## src/rtl/adg_pkg.sv

```systemverilog
package adg_pkg;
  localparam int unsigned FILE_W = 8;
  localparam int unsigned BANK_W = 4;
  localparam int unsigned REG_W  = 8;
  localparam int unsigned ADDR_W = FILE_W + BANK_W;

  typedef enum logic {
    WIN_ACCESS = 1'b0,
    WIN_BANKED = 1'b1
  } win_sel_e;
endpackage

```

## src/rtl/adg_bank_reg.sv

```systemverilog
module adg_bank_reg #(
  parameter int unsigned REG_W  = adg_pkg::REG_W,
  parameter int unsigned BANK_W = adg_pkg::BANK_W
) (
  input  logic              clk,
  input  logic              rst_n,
  input  logic              wr_en,
  input  logic [REG_W-1:0]  wr_data,
  output logic [BANK_W-1:0] bank,
  output logic [REG_W-1:0]  rd_data
);
  localparam int unsigned PAD_W = REG_W - BANK_W;

  logic [BANK_W-1:0] bank_q;

  // only the low nibble is stored; upper bits are never kept
  always_ff @(posedge clk or negedge rst_n) begin
    if (!rst_n)     bank_q <= '0;
    else if (wr_en) bank_q <= wr_data[BANK_W-1:0];
  end

  assign bank    = bank_q;
  assign rd_data = {{PAD_W{1'b0}}, bank_q};

  assert_hi_zero_R3: assert property (@(posedge clk) disable iff (!rst_n)
    rd_data[REG_W-1:BANK_W] == '0);

  assert_load_R2: assert property (@(posedge clk) disable iff (!rst_n)
    wr_en |=> rd_data[BANK_W-1:0] == $past(wr_data[BANK_W-1:0]));

  assert_hold_R2: assert property (@(posedge clk) disable iff (!rst_n)
    !wr_en |=> $stable(rd_data));
endmodule

```

## src/rtl/adg_access_map.sv

```systemverilog
module adg_access_map #(
  parameter int unsigned FILE_W = adg_pkg::FILE_W,
  parameter int unsigned BANK_W = adg_pkg::BANK_W
) (
  input  logic [FILE_W-1:0]        file_addr,
  output logic [FILE_W+BANK_W-1:0] win_addr
);
  // lower half of the file range -> page 0, upper half -> top page
  logic upper_half;
  assign upper_half = file_addr[FILE_W-1];
  assign win_addr   = {{BANK_W{upper_half}}, file_addr};
endmodule

```

## src/rtl/adg_banked_addr.sv

```systemverilog
module adg_banked_addr #(
  parameter int unsigned FILE_W = adg_pkg::FILE_W,
  parameter int unsigned BANK_W = adg_pkg::BANK_W,
  parameter int unsigned REG_W  = adg_pkg::REG_W,
  localparam int unsigned ADDR_W = FILE_W + BANK_W
) (
  input  logic              clk,
  input  logic              rst_n,
  input  logic [FILE_W-1:0] file_addr,
  input  logic              bank_sel_en,
  input  logic              bank_wr_en,
  input  logic [REG_W-1:0]  bank_wr_data,
  output logic [REG_W-1:0]  bank_rd,
  output logic [ADDR_W-1:0] data_addr
);
  import adg_pkg::*;

  logic [BANK_W-1:0] bank_cur;
  logic [ADDR_W-1:0] win_addr;
  logic [ADDR_W-1:0] bnk_addr;
  win_sel_e          sel;

  adg_bank_reg #(.REG_W(REG_W), .BANK_W(BANK_W)) u_bank (
    .clk     (clk),
    .rst_n   (rst_n),
    .wr_en   (bank_wr_en),
    .wr_data (bank_wr_data),
    .bank    (bank_cur),
    .rd_data (bank_rd)
  );

  adg_access_map #(.FILE_W(FILE_W), .BANK_W(BANK_W)) u_win (
    .file_addr (file_addr),
    .win_addr  (win_addr)
  );

  assign bnk_addr = {bank_cur, file_addr};
  assign sel      = win_sel_e'(bank_sel_en);

  always_comb begin
    unique case (sel)
      WIN_BANKED: data_addr = bnk_addr;
      default:    data_addr = win_addr;
    endcase
  end

  assert_banked_R6: assert property (@(posedge clk) disable iff (!rst_n)
    bank_sel_en |-> (data_addr[ADDR_W-1:FILE_W] == bank_rd[BANK_W-1:0]
                     && data_addr[FILE_W-1:0] == file_addr));

  assert_low_window_R4: assert property (@(posedge clk) disable iff (!rst_n)
    (!bank_sel_en && !file_addr[FILE_W-1]) |-> data_addr[ADDR_W-1:FILE_W] == '0);

  assert_high_window_R5: assert property (@(posedge clk) disable iff (!rst_n)
    (!bank_sel_en && file_addr[FILE_W-1]) |-> data_addr[ADDR_W-1:FILE_W] == '1);
endmodule

```

## config.mk

```make
export PLATFORM = sky130hd
export DESIGN_NAME = adg_banked_addr
export DESIGN_NICKNAME = d
export VERILOG_FILES = /design/src/rtl/adg_pkg.sv /design/src/rtl/adg_bank_reg.sv /design/src/rtl/adg_access_map.sv /design/src/rtl/adg_banked_addr.sv
export SDC_FILE = /design/constraint.sdc
export NUM_CORES = 1
export LEC_CHECK = 0
export ABC_CLOCK_PERIOD_IN_PS = 850
export CORE_MARGIN = 1
export CORE_UTILIZATION = 20
export CTS_BUF_LIST = sky130_fd_sc_hd__clkbuf_8 sky130_fd_sc_hd__clkbuf_16
export DETAILED_ROUTE_END_ITERATION = 8
export PLACE_DENSITY = 0.72
export SYNTH_ARGS = -nofsm -noshare
export SYNTH_HDL_FRONTEND = slang
export SYNTH_SLANG_ARGS = --single-unit
```

## constraint.sdc

```tcl
create_clock -name clk -period 0.85 [get_ports clk]
set_clock_uncertainty 0.15 [all_clocks]
set_input_delay 0.17 -clock clk [delete_from_list [all_inputs] [get_ports clk]]
set_output_delay 0.17 -clock clk [all_outputs]
set_load 0.02 [all_outputs]
```

==> results.txt <==
----------------------------------------------------
[STA]
  Number of setup violations in the final report ... 12
  Shortest clock period the worst path allows after layout ... 1.32 ns
  Unrepaired setup endpoints after global routing ... yes
  Max Fclk ... 0.757 GHz
  Count of final hold-check violations ... 4
  Worst hold slack after final layout ... -0.00155 ns
  Worst Setup Slack, final ... -0.471 ns
  Number of max-slew violations in the final report ... 0
  Period Utilization, post-route ... 155%

[Global route]
  GRT Util Overall ... 7.55%
  First-pass GRT wire length ... 710 µm
  Sum of overflow across all layers after global routing ... 0
  Number of global-route vias before repair ... 184
  Met2 Usage GRT ... 12.7%
  Antenna violations before repair ... 0
  Most Used Layer, Global Route ... met2
  Met3 GRT Util ... 3.41%
  GR met1 Demand/Resource ... 6.16%
  Pin count of the biggest net entering global routing ... 6

[Logic synthesis]
  Cell count after synthesis ... 25
  Register bit total from synthesis ... 4
  YS warnings ... 0
  Cell area after synthesis ... 284 µm²
  Part of the Yosys area used for sequential elements ... 35.2%
  Synthesized area per cell ... 11.4 µm²
  Unique cell type count in the Yosys netlist ... 4

[Floorplanning]
  Horiz. Die Dim ... 39.7 µm
  Starting density of the core ... 21.6%
  Std cell rows ... 13
  I/O pin count ... 40
  Total Die Area ... 1570 µm²
  Core Footprint ... 1320 µm²
  Die Ht ... 39.7 µm

[Final layout]
  Max reg flops ... 4
  Total number of nets in the final design ... 64
  Most common library cell in the layout ignoring fill and taps ... sky130_fd_sc_hd__buf_6
  P&R area growth vs syn ... 82.8%
  Count of inserted antenna diode cells ... 0
  Top library cells by usage in the layout, fill and taps aside ... sky130_fd_sc_hd__buf_6, sky130_fd_sc_hd__clkdlybuf4s50_1
  Total area of sequential cells ... 105 µm²
  Post-Layout Inst Area ... 519 µm²
  Fill cells ... 130
  Post-layout instance count excluding filler cells ... 57
  Combined area of the multi-input logic cells ... 120 µm²
  Fraction of layout cells with a size suffix above 1 ... 73.8%

[Placement]
  Final HPWL DP ... 406 µm
  Placement Setup Slack ... -1.11 ns
  Final estimated routing congestion in global placement ... 0.625
  # port buffers ... 17
  Instance area after placement ... 444 µm²
  Post-placement cell count ... 52

[CTS]
  Clock Tree Root ... sky130_fd_sc_hd__clkbuf_8
  Clock transition at the register clock pins on the worst setup and hold paths after CTS ... 0.03 ns
  CTS H-Tree Depth ... 1
  Sink count of the clock tree ... 4
  Clock network latency to the later pin of the worst-skew pair ... 0.22 ns
  Number of buffers inserted during clock tree synthesis ... 3
  Clock tree from TritonCTS ... done
  Maximum clock path buffer count ... 2

[Critical path]
  Worst EP arrival ... 1.00 ns
  Reg-to-reg slack, setup ... -0.29 ns
  Startpoint class of the critical path ... flop
  Critical path endpoint category ... output port
  Delay of the slowest critical-path stage ... 0.39 ns
  Required time worst endpoint ... 0.53 ns
  Crit path cell chain ... mux2_4, buf_6
  Critical-path maximum fanout ... 2
  Number of cell instances on the worst register-to-register path ... 3
  Worst R2R Start ... u_bank.bank[0]$_DFFE_PN0P_
  Path type of the worst setup path ... reg2out
  Worst r2r dst ... u_bank.bank[0]$_DFFE_PN0P_
  Slowest cell on the critical path ... sky130_fd_sc_hd__dfrtp_2
  Worst setup path start ... u_bank.bank[3]$_DFFE_PN0P_

[Power]
  Total net switching power ... 0.000239 W
  Leakage component of the power ... 0.248 nW
  Power density normalized to cell area ... 1820 nW/µm²
  Int Power ... 0.000709 W
  Sw frac ... 25.2%
  Worst voltage drop across the vdd grid ... 0.000861 V
  Final total power ... 0.000947 W
  Power share of the sequential group ... 23.8%
  Share of power burned in the clock network ... 42.2%
  Gate power share ... 34.0%

[Detailed routing]
  Detailed-route DRC error count ... 0
  Total number of vias ... 222
  Routed wire length ... 534 µm
  WL/cell ... 9.37 µm
  Antenna viol nets, final ... 0
  Iteration-0 DRC Markers ... 0
  Length of the first detailed-routing pass in iterations ... 1
  DR vias/cell ... 3.89

[Run status]
  Outcome ... complete, but fails checks
  Violated checks ... negative hold slack, negative setup slack

[Min path]
  Hold Crit Class ... in2async

[Flow run]
  Maximum capacitance violations ... 0

----------------------------------------------------
[metrics by stage]
step / hold WS [ns] / setup TNS [ns] / util (%)
2_1_floorplan: -0.276 / -1.31 / -
3_3_place_gp: 0.190 / -9.20 / 33.7
3_5_place_dp: 0.190 / -9.36 / 33.7
4_1_cts: -0.00300 / -4.40 / 38.8
5_1_grt: 0.0287 / -4.52 / 39.4
6_report: -0.00155 / -4.30 / 39.4
[worst max-delay path by stage]
stage / to / slack [ns] / depth (start not counted)
5_1_grt: data_addr[11] / -0.49 / 2
3_3_place_gp: data_addr[11] / -1.09 / 3
4_1_cts: data_addr[8] / -0.47 / 2
2_1_floorplan: data_addr[10] / -0.21 / 1
3_5_place_dp: data_addr[10] / -1.11 / 3
6_report: data_addr[11] / -0.47 / 2
[routing by layer]
layer | vias up | wire length [µm]
met1 | 105 | 165
met2 | 14 | 304
met5 | - | 0
met3 | 2 | 53
li1 | 101 | -
met4 | 0 | 11
[cells by family after synthesis]
logic type / count (synthesis) / share of synthesized area (%)
buffers and inverters: 12 / 31.7
multiplexers: 8 / 31.7
flip-flops: 4 / 35.2
other: 1 / 1.32
[layout make-up]
cell class | instances | share of cell area, %
timing repair buffer | 23 | 45.1
multi-input combinational | 12 | 23.1
sequential | 4 | 20.2
clock buffer | 3 | 7.95
tap | 15 | 3.61
[power groups by stage]
| stage | logic (W) | registers [W] | clock network (W) |
|---|---|---|---|
| after floorplan | 0.000165 | 0.000254 | 0 |
| after global placement | 0.000283 | 0.000226 | 0 |
| after detailed placement | 0.000285 | 0.000226 | 0 |
| after CTS | 0.000319 | 0.000224 | 0.000411 |
| after global routing | 0.000343 | 0.000228 | 0.000415 |
| final | 0.000322 | 0.000226 | 0.000400 |
[cells in the mapped netlist, drive strengths merged]
library cell | instances | area [µm²]
dfrtp | 4 | 100
mux2 | 8 | 90.1
buf | 12 | 90.1
conb | 1 | 3.75
[timing repair]
action | 4_1_cts | 5_1_grt
gates resized for setup | 62 | 3
setup endpoints to repair | 13 | 12
endpoints found under the hold margin | 4 | 0
buffers inserted | 2 | 1
[worst max-delay path, delay by kind of cell, from the launching register on]
family	cells	cell delay [ns]
flip-flops	1	0.39
multiplexers	1	0.26
buffers and inverters	1	0.13
(Power assumes the default switching activity.)
